--- src/rtl/cvt_fifo_pkg.sv ---
package cvt_fifo_pkg;
  localparam int SAMPLE_W = 12;
  localparam int BYTE_W   = 8;
  localparam int NIB_W    = SAMPLE_W - BYTE_W;

  typedef logic [SAMPLE_W-1:0] sample_t;

  // low byte: sample nibble on top, two zero bits, overflow, empty
  function automatic logic [BYTE_W-1:0] pack_lo(sample_t s, logic ovf, logic emp);
    return {s[NIB_W-1:0], 2'b00, ovf, emp};
  endfunction

  function automatic logic [BYTE_W-1:0] pack_hi(sample_t s);
    return s[SAMPLE_W-1:NIB_W];
  endfunction
endpackage

--- src/rtl/cvt_fifo_mem.sv ---
module cvt_fifo_mem #(
  parameter int DEPTH = 16,
  parameter int W     = 12,
  localparam int AW   = $clog2(DEPTH)
) (
  input  logic          clk,
  input  logic          we,
  input  logic [AW-1:0] waddr,
  input  logic [W-1:0]  wdata,
  input  logic [AW-1:0] raddr,
  output logic [W-1:0]  rdata
);
  logic [W-1:0] mem [DEPTH];

  always_ff @(posedge clk) begin
    if (we) mem[waddr] <= wdata;
  end

  // asynchronous read: distributed RAM so the head is visible in the read cycle
  assign rdata = mem[raddr];
endmodule

--- src/rtl/cvt_fifo_ctrl.sv ---
module cvt_fifo_ctrl #(
  parameter int DEPTH = 16,
  localparam int AW   = $clog2(DEPTH),
  localparam int CW   = $clog2(DEPTH + 1)
) (
  input  logic          clk,
  input  logic          rst,
  input  logic          restart,
  input  logic          push,
  input  logic          pop_req,
  output logic [AW-1:0] wptr,
  output logic [AW-1:0] rptr,
  output logic [CW-1:0] count,
  output logic          empty,
  output logic          drop,
  output logic          ovf
);
  logic full, pop;

  function automatic logic [AW-1:0] step(logic [AW-1:0] p);
    return (p == AW'(DEPTH - 1)) ? '0 : p + 1'b1;
  endfunction

  assign empty = (count == '0);
  assign full  = (count == CW'(DEPTH));
  assign pop   = pop_req & ~empty;
  assign drop  = push & full & ~pop;

  always_ff @(posedge clk) begin
    if (rst || restart) begin
      wptr  <= '0;
      rptr  <= '0;
      count <= '0;
      ovf   <= 1'b0;
    end else begin
      if (push) wptr <= step(wptr);
      if (pop || drop) rptr <= step(rptr);
      if (drop) ovf <= 1'b1;
      case ({push & ~drop, pop})
        2'b10:   count <= count + 1'b1;
        2'b01:   count <= count - 1'b1;
        default: count <= count;
      endcase
    end
  end
endmodule

--- src/rtl/cvt_sample_fifo.sv ---
module cvt_sample_fifo
  import cvt_fifo_pkg::*;
#(
  parameter int DEPTH = 16,
  localparam int AW   = $clog2(DEPTH),
  localparam int CW   = $clog2(DEPTH + 1)
) (
  input  logic                clk,
  input  logic                rst,
  input  logic                hw_en,
  input  logic                cvt_done,
  input  logic [SAMPLE_W-1:0] cvt_data,
  input  logic                rd_lo,
  input  logic                rd_hi,
  output logic [BYTE_W-1:0]   rd_data
);
  logic          hw_en_q, start, hw_act, push, hi_only, pop_req;
  logic          lo_taken, empty, drop, ovf;
  logic [AW-1:0] wptr, rptr;
  logic [CW-1:0] count;
  sample_t       head, hold, last_wr, sw_res;

  assign start   = hw_en & ~hw_en_q;
  assign hw_act  = hw_en & ~start;
  assign push    = cvt_done & hw_act;
  assign hi_only = rd_hi & ~rd_lo;
  assign pop_req = hi_only & hw_act & lo_taken;

  cvt_fifo_mem #(.DEPTH(DEPTH), .W(SAMPLE_W)) mem_i (
    .clk(clk), .we(push), .waddr(wptr), .wdata(cvt_data),
    .raddr(rptr), .rdata(head)
  );

  cvt_fifo_ctrl #(.DEPTH(DEPTH)) ctrl_i (
    .clk(clk), .rst(rst), .restart(start), .push(push), .pop_req(pop_req),
    .wptr(wptr), .rptr(rptr), .count(count), .empty(empty),
    .drop(drop), .ovf(ovf)
  );

  always_ff @(posedge clk) begin
    if (rst) begin
      hw_en_q  <= 1'b0;
      rd_data  <= '0;
      hold     <= '0;
      lo_taken <= 1'b0;
      last_wr  <= '0;
      sw_res   <= '0;
    end else begin
      hw_en_q <= hw_en;
      if (cvt_done) sw_res  <= cvt_data;
      if (push)     last_wr <= cvt_data;
      if (start) begin
        lo_taken <= 1'b0;
      end else if (hw_act) begin
        if (rd_lo) begin
          hold     <= empty ? last_wr : head;
          rd_data  <= pack_lo(empty ? last_wr : head, ovf, empty);
          lo_taken <= ~empty & ~drop;
        end else if (hi_only) begin
          rd_data  <= pack_hi(hold);
          lo_taken <= 1'b0;
        end else if (drop) begin
          lo_taken <= 1'b0;
        end
      end else begin
        if (rd_lo)        rd_data <= pack_lo(sw_res, 1'b0, 1'b0);
        else if (hi_only) rd_data <= pack_hi(sw_res);
      end
    end
  end
endmodule

--- config.mk ---
export PLATFORM = sky130hd
export DESIGN_NAME = cvt_sample_fifo
export DESIGN_NICKNAME = d
export VERILOG_FILES = /design/src/rtl/cvt_fifo_pkg.sv /design/src/rtl/cvt_fifo_mem.sv /design/src/rtl/cvt_fifo_ctrl.sv /design/src/rtl/cvt_sample_fifo.sv
export SDC_FILE = /design/constraint.sdc
export NUM_CORES = 1
export LEC_CHECK = 0
export ABC_AREA = 1
export BUFFER_PORTS_ARGS = -buffer_cell sky130_fd_sc_hd__buf_2
export CORE_MARGIN = 4
export CORE_UTILIZATION = 45
export DETAILED_ROUTE_END_ITERATION = 12
export PLACE_DENSITY_LB_ADDON = 0.05
export REMOVE_ABC_BUFFERS = 1
export SLEW_MARGIN = 20
export SYNTH_ARGS = -nofsm -noshare
export SYNTH_HDL_FRONTEND = slang
export SYNTH_SLANG_ARGS = --single-unit
--- constraint.sdc ---
create_clock -name clk -period 4.2 [get_ports clk]
set_input_delay 0 -clock clk [delete_from_list [all_inputs] [get_ports clk]]
set_output_delay 0 -clock clk [all_outputs]
set_load 0.005 [all_outputs]
==> Word-level counts from Yosys, hierarchy flattened <==
Memories as Yosys holds them, arrays and structs flattened. A register that Yosys moved wholly into a read port is not among the register bits.
Cells that the tools add are included.
W data, S select, Z words.
{ "totals": {"ff_bits": 60, "ramBits": 192, "inputBits": 18, "wordCells": 63, "n_memories": 1} }
{ "memory_table": {"columns": ["name", "words", "width", "read_ports", "rd_clocked_by_memory_dff", "wr", "line", "source"], "rows": [
  ["mem_i.mem", 16, 12, 1, 1, 1, "cvt_fifo_mem.sv:13", "logic [W-1:0] mem [DEPTH];"]
]} }
{ "classes": {"addsub": 4, "eq_ne": 5, "muxes": 16, "bitwise": 17, "reduce_logical": 10} }
{ "op_table": {"columns": ["operator", "count"], "rows": [
  ["$mux W8", 5],
  ["$mux W4", 4],
  ["$mux W12", 1],
  ["$and A1 B1 Y1", 11],
  ["$pmux W5 S2", 1],
  ["$add A4 B1 Y4 const B", 2],
  ["$eq A4 B4 Y1 const B", 2],
  ["$not A1 Y1", 6],
  ["$add A5 B1 Y5 const B", 1],
  ["$eq A5 B5 Y1 const B", 1],
  ["$logic_not A5 Y1", 1],
  ["$mux W1", 5],
  ["$sub A5 B1 Y5 const B", 1],
  ["$reduce_and A2 Y1", 2],
  ["$reduce_bool A2 Y1", 2],
  ["$reduce_and A3 Y1", 1],
  ["$reduce_bool A3 Y1", 1],
  ["$eq A2 B1 Y1 const B", 1],
  ["$eq A2 B2 Y1 const B", 1],
  ["$logic_or A1 B1 Y1", 2],
  ["$reduce_or A2 Y1", 1]
]} }

==> Depth between registers and ports, before layout <==
Gate-level depths: netlist of the first run.
{ "logic_depth": {"word_depth": 13, "ltp_mapped": 15, "mapped_depth_nobuf": 15} }

==> Hierarchy <==
From an unflattened synthesis of the first run, not the netlist that was laid out.
{ "hier_totals": {"hier_cells": 1193, "hier_area_um2": 11045.6} }
{ "by_module_without_submodules": {"columns": ["module", "instances", "cells_each", "area_per_inst_um2", "seq_area_each_um2"], "rows": [
  ["cvt_fifo_mem", 1, 801, 8321.7, 5765.5],
  ["cvt_sample_fifo", 1, 289, 1905.6, 840.8],
  ["cvt_fifo_ctrl", 1, 103, 818.3, 280.3]
]} }

==> Least setup slack after synthesis of the first run <==
Ideal clock, no wire load.
{ "synth_path": {"path_type": "register -> register", "startpoint": "register hw_en_q", "endpoint": "register ctrl_i.count[4]", "setup_ns": 0.113, "arrival_time_ns": 1.841, "required_time_ns": 4.087, "path_slack_ns": 2.246, "path_stages_with_launch": 15, "path_buffers": 0, "cell_sequence": "dfxtp_1 -> nand2_2 -> nor2_4 -> nand3_2 -> nor2_4 -> nand2_4 -> inv_1 -> ha_1 -> nand2_1 -> nor2_1 -> a211oi_1 -> or2_1 -> nand3_2 -> nor2_1 -> nor2_1"} }
{ "synth_via": {"elab_chain_cells": 13} }
{ "synth_lines": {"columns": ["element", "line", "source"], "rows": [
  ["from (decl)", "cvt_sample_fifo.sv:17", "logic hw_en_q, start, hw_act, push, hi_only, pop_req;"],
  ["from (signal assigned)", "cvt_sample_fifo.sv:49", "hw_en_q <= hw_en;"],
  ["$not A1 Y1 (*)", "cvt_sample_fifo.sv:23", "assign start = hw_en & ~hw_en_q;"],
  ["$and A1 B1 Y1 (*)", "cvt_sample_fifo.sv:23", null],
  ["$not A1 Y1 (no source line)", null, null],
  ["$and A1 B1 Y1", "cvt_sample_fifo.sv:24", "assign hw_act = hw_en & ~start;"],
  ["$and A1 B1 Y1 (2 in a row)", "cvt_sample_fifo.sv:27", "assign pop_req = hi_only & hw_act & lo_taken;"],
  ["$and A1 B1 Y1", "cvt_fifo_ctrl.sv:26", "assign pop = pop_req & ~empty;"],
  ["$not A1 Y1", "cvt_fifo_ctrl.sv:27", "assign drop = push & full & ~pop;"],
  ["$and A1 B1 Y1", "cvt_fifo_ctrl.sv:27", null],
  ["$not A1 Y1", "cvt_fifo_ctrl.sv:39", "case ({push & ~drop, pop})"],
  ["$and A1 B1 Y1", "cvt_fifo_ctrl.sv:39", null],
  ["$eq A2 B1 Y1 / $eq A2 B2 Y1 (equally long branches)", "cvt_fifo_ctrl.sv:39", null],
  ["$pmux W5 S2 / $reduce_bool A2 Y1 (equally long branches)", null, null],
  ["to (signal assigned)", "cvt_fifo_ctrl.sv:40", "2'b10: count <= count + 1'b1;"],
  ["to (signal assigned)", "cvt_fifo_ctrl.sv:41", "2'b01: count <= count - 1'b1;"],
  ["to (signal assigned)", "cvt_fifo_ctrl.sv:42", "default: count <= count;"],
  ["to (decl)", "cvt_fifo_ctrl.sv:13", "output logic [CW-1:0] count,"]
]} }
Mark *: on every way between the ends. The rest lies on a longest branch, timed or not.
A chain may end at the register's enable or synchronous reset.

==> Worst setup path after layout of the first run <==
{ "layout_path": {"startpoint": "register hw_en_q", "endpoint": "memory mem_i.mem[6][8], enable pin"} }
{ "layout_via": {"elab_chain_cells": 7} }
{ "layout_lines": {"columns": ["element", "line", "source"], "rows": [
  ["$not A1 Y1", "cvt_sample_fifo.sv:23", null],
  ["$and A1 B1 Y1", "cvt_sample_fifo.sv:23", null],
  ["$not A1 Y1 (no source line)", null, null],
  ["$and A1 B1 Y1", "cvt_sample_fifo.sv:24", null],
  ["$and A1 B1 Y1", "cvt_sample_fifo.sv:25", "assign push = cvt_done & hw_act;"],
  ["$mux W1", "cvt_fifo_mem.sv:16", "if (we) mem[waddr] <= wdata;"],
  ["$mux W1 (not written as such)", "cvt_fifo_mem.sv:16", null],
  ["to (decl)", "cvt_fifo_mem.sv:13", null]
]} }
No other way between the ends.

==> flow_summary.yaml, run 1 <==
clocking:
  root_buffer: "clkbuf_16"
  cts_resized: 0
  htree_num_levels: 1
  clkLatencyLatePin_ps: 530
  clock_sinks: 252
  cts_buffers: 28
  hold_buffers: 22
  clock_path_buffers: 3
  cts_tree: "done"
  clk_pin_slew_worst_paths_ps: 60
  post-cts-setup-buffers: 0
yosys:
  synth_edf_count: 192
  ys_seq_elements: 252
  ys_warn_count: 0
  netlist_area_sq_um: 10500
  yosysSeqAreaShare_pct: 66.4
  synthCells: 994
  ys_types: 37
  async_flop_share_pct: 0
  avgSynthCellArea_sq_um: 10.6
  synth_flop_cell: "edfxtp_1"
sta:
  fmax_ghz: 0.388
  drv_slew: 0
  slew_headroom_pct: 26.2
  clock_skew_ps: 18.6
  finalSetupViolCount: 0
  fin_ws_ps: 1620
  rsz0062_at_grt: "no"
  worstMarginPinSlew_ps: 1100
  timing.setup.tns_ps: 0
  hold_viol_final: 0
  hold_slack_ps: 387
  period_needed_ps: 2580
  finalCritPeriodShare_pct: 61.4
global_route:
  met1_usage_pct: 30.6
  globalRouteOverflowTotal: 0
  grt_max_degree: 97
  grt_pass1_vias: 6934
  antenna_found_initial: 0
  track_usage_pct: 20.6
  met3_usage_pct: 2.93
  grt_first_pass_wirelength_mm: 41.3
  grt.busiest_layer: "met2"
  use_met2_pct: 32.8
power_and_ir_drop:
  comb_power_share_pct: 3.2
  p_leak_uw: 0.00433
  switching_share_pct: 20.9
  intPower_uw: 4160
  p_seq_share_pct: 51.5
  total_power_uw: 5260
  powerDensity_nw_per_um2: 440
  power.switching_uw: 1100
  ir_worst_vdd_mv: 0.310
  pwr-share-clk_pct: 45.3
setup_path:
  path_cells: "nand2_2 -> inv_4 -> nand2_4 -> inv_6 -> nand2_1 -> nor2_1"
  slowest_stage: "nor2_1"
  worstSetupEndpointType: "flop"
  path_class: "flop to flop"
  cp-start-kind: "flop"
  required_ps: 4340
  crit_path_max_incr_delay_ps: 870
  path_max_fanout: 27
  worstPathArrival_ps: 2720
placed_design:
  dpl.hpwl_mm: 16.3
  pre_cts_ws_ps: 1560
  dpl_cell_area_sq_um: 10800
  routabilityCongestion: 0.789
  placement.io_buffers: 25
detailed_routing:
  vias_per_cell: 5.24
  drt_iter0_markers: 629
  wl_mm: 26.9
  vias: 7156
  ant_nets: 0
  drtPass1Iterations: 5
  wl_per_cell_microns: 19.7
  drc: 0
layout:
  drive_gt1_share_pct: 10.4
  final_nets: 1058
  antenna_cells: 0
  design_area_sq_um: 12000
  synthToLayoutAreaGrowth_pct: 14.1
floorplan:
  io_pins: 26
  initial_utilization_pct: 46.1
  die_h_microns: 161
  fp.dieW_microns: 161
  core_sq_um: 22800
  num_rows: 55
  die_area_sq_um: 25800
run:
  maxCapViolations: 0
outcome:
  outcome: "finished, final reports clean"
hold_path:
  hp-class: "input pin to flop"
metal layers:
layer	routed length, microns	share of wire (%)
met3	1330	5.0
met2	12400	46
met1	12700	47
met4	463	1.7
met5	0	0
power by group through the flow:
stage	logic, uW	clock network (uW)	registers (uW)
finish	170	2380	2710
global route	190	2520	2710
CTS	172	2420	2710
detailed placement	156	0	2760
global placement	156	0	2760
floorplan	66.3	0	2760
logic make-up after synthesis:
family	count (synthesis)	synth area share, %
compound gates	198	10.4
xor+xnor	4	0.334
fa+ha+maj	9	1.14
buf+inv	130	5.47
flops	252	66.4
simple gates	401	16.2
path summary, 6_finish.rpt:
path / depth (start not counted) / slack [ps] / to / start
setup / recovery: 6 / 1620 / mem_i.mem[6][8] / hw_en_q
hold / removal: 4 / 390 / sw_res[4] / cvt_done
setup reg to reg: 6 / 1620 / mem_i.mem[6][8] / hw_en_q
hold reg to reg: 2 / 450 / sw_res[10] / sw_res[10]
worst max-delay path, delay by kind of cell, from the launching register on:
kind	cells	cell delay, ps
buffers and inverters	2	360
flip-flops	1	360
AND/OR/NAND/NOR	4	1460
Yosys cell counts (all sizes together) (4+ instances only):
cell | n | area [sq um]
ha | 8 | 100
a211oi | 4 | 30.0
o211ai | 28 | 210
nand2 | 178 | 701
clkbuf | 21 | 78.8
o221ai | 4 | 35.0
edfxtp | 192 | 5770
nor2 | 136 | 536
dfxtp | 60 | 1200
xor2 | 4 | 35.0
nand3 | 81 | 425
inv | 78 | 300
a21oi | 56 | 280
o21ai | 102 | 510
buf | 30 | 190
state kept, by name, indices dropped and copies added (netlist names), 4 cells and up, named ones only:
register,cells
sw_res,12
ctrl_i.wptr,4
ctrl_i.count,5
mem_i.mem,192
last_wr,12
hold,8
ctrl_i.rptr,4
rd_data,8
cell usage in the layout, fill, tap and decap left out, types with 11 or more instances in the layout:
cell	Yosys	final
nor2_1	132	123
buf_4	8	11
nand3_1	77	77
inv_1	70	70
o21ai_1	34	34
dfxtp_1	60	58
dlygate4sd3_1	0	22
o21ai_0	68	68
buf_2	14	25
a21oi_1	56	56
o211ai_1	28	28
clkbuf_16	0	29
nand2_1	173	173
edfxtp_1	192	192
layout make-up:
type | count | area [sq um]
Clock buffer | 44 | 832
Clock inverter | 8 | 68.8
Inverter | 79 | 305
Tap cell | 313 | 392
Fill cell | 2095 | 10800
Sequential cell | 252 | 6970
Multi-Input combinational cell | 612 | 2970
Timing Repair Buffer | 58 | 428
metrics by stage:
stage               instances  utilization (%)
CTS                      1366             52.5
detailed placement       1292             47.6
floorplan                 943                -
global route             1366             52.6
global placement         1292             47.5
finish                   1366             52.6
(Power assumes the default switching activity.)
==> run 2, diff against run 1 <==
==> constraint.sdc (replaced) <==
create_clock -name clk -period 2.5 [get_ports clk]
set_input_delay 0 -clock clk [delete_from_list [all_inputs] [get_ports clk]]
set_output_delay 0 -clock clk [all_outputs]
set_load 0.005 [all_outputs]
==> run 2 against run 1 <==
Via count is 1.1% lower; die area stayed put; clock power is 61% higher; sequential cell count stayed put; non-clock buffer count is 20 higher; total power is 65% higher; critical path type unchanged; critical endpoint is now ctrl_i.count[4].
==> flow_summary.yaml, run 2 (synthesis gave the netlist of run 1 again) <==
hold_path:
  hp-class: "input pin to flop"
  min_from: "rd_lo"
  min_path_cells: 5
  min_to: "rd_data[1]"
setup_path:
  reg2reg_from: "hw_en_q"
  cp.buffers_inverters: 1
  crit_family: "simple AND/OR/NAND/NOR gates"
  worstSetupEndpointType: "flop"
  required_ps: 2920
  path_cells: "nand2_2 -> nor2_4 -> nand3_2 -> nor2_4 -> nand2_4 -> inv_1 -> ha_1 -> nand2_1 -> nor2_1 -> a211oi_1 -> or2_1 -> nand3_2 -> nor2_1 -> nor2_1"
  path_class: "flop to flop"
  path_max_fanout: 5
  worstPathArrival_ps: 2560
  cpMostUsedCell: "nor2_1"
  setup.worst_path.start: "hw_en_q"
  slowest_stage: "dfxtp_1"
  regToRegSetupSlack_ps: 360
  cp-start-kind: "flop"
  crit_path_max_incr_delay_ps: 360
  rr_endpoint: "ctrl_i.count[4]"
  ff2ff_path_depth: 14
floorplan:
  initial_utilization_pct: 46.1
  fp.dieW_microns: 161
  num_rows: 55
  die_area_sq_um: 25800
  io_pins: 26
  die_h_microns: 161
  core_sq_um: 22800
placed_design:
  routabilityCongestion: 0.758
  placement.io_buffers: 25
  dpl_cell_area_sq_um: 11000
  dpl.hpwl_mm: 15.2
clocking:
  cts_resized: 0
  clock_path_buffers: 3
  cts_buffers: 27
  cts_tree: "done"
  clock_sinks: 252
  clk_pin_slew_worst_paths_ps: 60
  clkLatencyLatePin_ps: 520
  post-cts-setup-buffers: 0
  hold_buffers: 20
  root_buffer: "clkbuf_16"
  htree_num_levels: 1
detailed_routing:
  drc: 0
  vias: 7078
  drt_iter0_markers: 605
  wl_per_cell_microns: 17.8
  ant_nets: 0
  vias_per_cell: 5.13
  drtPass1Iterations: 5
  wl_mm: 24.5
layout:
  final_common_cell: "edfxtp_1"
  final_nets: 1077
  largestRegisters: "mem_i.mem: 192 flops, last_wr: 12 flops, sw_res: 12 flops"
  mostFrequentLayoutCells: "192 x edfxtp_1, 173 x nand2_1, 132 x nor2_1, 77 x nand3_1, 70 x inv_1"
  drive_gt1_share_pct: 11.6
  postLayoutCoreUtil_pct: 53.0
  synthToLayoutAreaGrowth_pct: 15.2
  largest-register: "mem_i.mem"
  design_area_sq_um: 12100
  largest_reg_flops: 192
  antenna_cells: 0
sta:
  fmax_ghz: 0.468
  hold_viol_final: 0
  slew_headroom_pct: 45.5
  drv_slew: 0
  worstMarginPinSlew_ps: 816
  finalCritPeriodShare_pct: 85.4
  rsz0062_at_grt: "no"
  finalSetupViolCount: 0
  hold_slack_ps: 391
  period_needed_ps: 2140
  clock_skew_ps: 7.76
power_and_ir_drop:
  p_leak_uw: 0.00443
  comb_power_share_pct: 3.1
  p_seq_share_pct: 52.5
  pwr-share-clk_pct: 44.3
  power.switching_uw: 1750
  powerDensity_nw_per_um2: 716
  total_power_uw: 8660
  ir_worst_vdd_mv: 0.416
  intPower_uw: 6910
  switching_share_pct: 20.2
global_route:
  antenna_found_initial: 0
  globalRouteOverflowTotal: 0
  grt_max_degree: 77
  grt_first_pass_wirelength_mm: 39.5
  grt_pass1_vias: 6934
  track_usage_pct: 19.2
run:
  maxCapViolations: 0
outcome:
  outcome: "finished, final reports clean"
run 2: cell count changes in the layout (fill, tap and decap cells not counted), moves of 2 or more:
cell	previous run	this run
clkbuf_16	29	27
nor2_2	10	1
clkinv_2	4	9
buf_4	11	30
clkbuf_1	10	4
buf_12	0	3
dlygate4sd3_1	22	20
nor2_1	123	132
run 2: final cells by class:
cell class	count	area, sq um
clock buffers	35	746
clock inverters	12	108
fillers	2084	10700
inverters	79	305
multi-input cells	612	2950
flip-flops and latches	252	6970
well taps	313	392
repair buffers	78	611
run 2: power groups by stage:
stage | registers (uW) | clock network [uW] | logic (uW)
after floorplan | 4640 | 0 | 111
after global placement | 4640 | 0 | 251
after detailed placement | 4640 | 0 | 252
after CTS | 4550 | 3930 | 276
after global routing | 4550 | 4110 | 306
final | 4550 | 3840 | 271
run 2: layer usage:
| metal | track usage (%) | up-vias | wire [microns] | part of all wire [%] |
|---|---|---|---|---|
| met5 | 0 | - | 0 | 0 |
| met4 | 4.96 | 0 | 504 | 2.1 |
| met3 | 2.41 | 29 | 815 | 3.3 |
| met2 | 30.7 | 104 | 11400 | 46 |
| met1 | 28.2 | 3414 | 11800 | 48 |
| li1 | - | 3531 | - | - |
run 2: tightest hold or removal path, delay by kind of cell:
family / cells / cell delay, ps
buffers and inverters: 2 / 670
AND/OR/NAND/NOR: 2 / 120
AO/OA/AOI/OAI: 1 / 70
run 2: worst max-delay path by stage:
stage	to	slack, ps	depth (start not counted)
2_1_floorplan	hold[5]	-1450	7
3_3_place_gp	ctrl_i.count[4]	400	14
3_5_place_dp	ctrl_i.count[4]	360	14
4_1_cts	ctrl_i.count[4]	350	14
5_1_grt	ctrl_i.count[4]	120	15
6_report	ctrl_i.count[4]	360	14
run 2: per-stage QoR:
step / setup slack, ps / setup TNS [ps] / cells
after global routing: 115 / 0 / 1381
after detailed placement: 361 / 0 / 1314
after floorplan: -1450 / -16990 / 943
final: 365 / 0 / 1381
after CTS: 347 / 0 / 1381
after global placement: 395 / 0 / 1314
==> run 3, diff against run 2 <==
==> constraint.sdc (replaced) <==
create_clock -name clk -period 2.5 [get_ports clk]
set_input_delay 0.5 -clock clk [delete_from_list [all_inputs] [get_ports clk]]
set_output_delay 0.5 -clock clk [all_outputs]
set_load 0.005 [all_outputs]
==> run 3 against run 2 <==
Worst setup slack lost 41 ps; first-iteration DRC count shrank 5.6%; global-route usage is 0.066 points higher; via count about the same; critical endpoint unchanged; largest power group unchanged; sequential share of layout area is 1.1 points higher.
==> flow_summary.yaml, run 3 (synthesis gave the netlist of run 1 again) <==
clocking:
  post-cts-setup-buffers: 0
  clk_pin_slew_worst_paths_ps: 60
  cts_buffers: 27
  hold_buffers: 0
  clock_sinks: 252
  htree_num_levels: 1
  cts_resized: 0
  cts_tree: "done"
  clock_path_buffers: 3
  clkLatencyLatePin_ps: 520
  root_buffer: "clkbuf_16"
floorplan:
  die_h_microns: 161
  die_area_sq_um: 25800
  initial_utilization_pct: 46.1
  num_rows: 55
  io_pins: 26
  fp.dieW_microns: 161
  core_sq_um: 22800
placed_design:
  dpl_cell_area_sq_um: 11100
  routabilityCongestion: 0.769
  dpl.hpwl_mm: 15.8
  placement.io_buffers: 25
layout:
  postLayoutCoreUtil_pct: 52.1
  drive_gt1_share_pct: 12.2
  seq_area_sq_um: 6970
  final_nets: 1064
  design_area_sq_um: 11900
  antenna_cells: 0
  multi_input_area_sq_um: 2950
  final_common_cell: "edfxtp_1"
  largest-register: "mem_i.mem"
  mostFrequentLayoutCells: "192 x edfxtp_1, 173 x nand2_1, 132 x nor2_1, 77 x nand3_1, 70 x inv_1"
  nFillCells: 2055
  synthToLayoutAreaGrowth_pct: 13.1
  largestRegisters: "mem_i.mem: 192 flops, last_wr: 12 flops, sw_res: 12 flops"
  largest_reg_flops: 192
detailed_routing:
  drc: 0
  ant_nets: 0
  drt_iter0_markers: 571
  wl_per_cell_microns: 18.4
  wl_mm: 25.2
  vias_per_cell: 5.17
  drtPass1Iterations: 5
  vias: 7083
setup_path:
  required_ps: 2960
  cp-start-kind: "flop"
  setup.worst_path.start: "hw_en_q"
  path_max_fanout: 5
  regToRegSetupSlack_ps: 320
  cp.buffers_inverters: 1
  worstSetupEndpointType: "flop"
  path_cells: "nand2_2 -> nor2_4 -> nand3_2 -> nor2_4 -> nand2_4 -> inv_1 -> ha_1 -> nand2_1 -> nor2_1 -> a211oi_1 -> or2_1 -> nand3_2 -> nand2_1 -> nand2_1 -> nor2_1"
  critPathCapture: "ctrl_i.count[4]"
  cpMostUsedCell: "nand2_1"
  crit_family: "simple AND/OR/NAND/NOR gates"
  crit_path_max_incr_delay_ps: 360
  reg2reg_from: "hw_en_q"
  path_class: "flop to flop"
  worstPathArrival_ps: 2630
  slowest_stage: "dfxtp_1"
  ff2ff_path_depth: 15
  cp_num_cells: 15
  rr_endpoint: "ctrl_i.count[4]"
sta:
  finalSetupViolCount: 0
  period_needed_ps: 2180
  clock_skew_ps: 11.6
  finalCritPeriodShare_pct: 87.0
  fmax_ghz: 0.460
  rsz0062_at_grt: "no"
  drv_slew: 0
  hold_slack_ps: 249
  worstMarginPinSlew_ps: 844
  slew_headroom_pct: 43.7
  hold_viol_final: 0
global_route:
  grt_max_degree: 60
  grt_pass1_vias: 6743
  antenna_found_initial: 0
  globalRouteOverflowTotal: 0
  track_usage_pct: 19.3
  grt_first_pass_wirelength_mm: 39.3
power_and_ir_drop:
  p_leak_uw: 0.00436
  total_power_uw: 8450
  powerDensity_nw_per_um2: 712
  ir_worst_vdd_mv: 0.410
hold_path:
  min_path_cells: 3
  hp-class: "input pin to flop"
run:
  maxCapViolations: 0
outcome:
  outcome: "finished, final reports clean"
run 3: report_power, final:
part,internal (uW),switching (uW)
clock network,2120,1510
registers,4530,15.5
logic,67.4,191
run 3: layout make-up:
type,count,area share [%]
sequential,252,58.8
multi-input combinational,612,24.9
clock buffer,41,6.54
timing repair buffer,65,3.69
tap,313,3.30
inverter,79,2.57
clock inverter,7,0.285
run 3: through the flow:
| stage | std cells | TNS [ps] | worst slack, ps |
|---|---|---|---|
| floorplan | 943 | -16990 | -1450 |
| global placement | 1321 | 0 | 125 |
| detailed placement | 1321 | 0 | 84.9 |
| CTS | 1369 | 0 | 314 |
| global route | 1369 | 0 | 91.2 |
| finish | 1369 | 0 | 324 |
run 3: worst min path at each step:
| stage | to | from |
|---|---|---|
| after detailed placement | last_wr[10] | last_wr[10] |
| after global routing | hw_en_q | hw_en |
| final | hw_en_q | hw_en |
| after global placement | last_wr[10] | last_wr[10] |
| after floorplan | ctrl_i.ovf | ctrl_i.ovf |
| after CTS | hw_en_q | hw_en |
run 3: metal layers:
metal | GRT usage (%) | part of all wire (%) | vias up | wire [microns]
li1 | - | - | 3506 | -
met1 | 28.4 | 49 | 3431 | 12200
met2 | 31.4 | 46 | 112 | 11700
met3 | 2.28 | 3.2 | 34 | 802
met4 | 3.96 | 1.9 | 0 | 481
met5 | 0 | 0 | - | 0
run 3: worst register-to-register path: cells and delay by family, from the launching register on:
kind	cells	cell delay, ps
DFF	1	360
and+or+nand+nor	12	1140
adders and majority gates	1	290
buffers and inverters	1	110
AOI/OAI and AO/OA	1	220
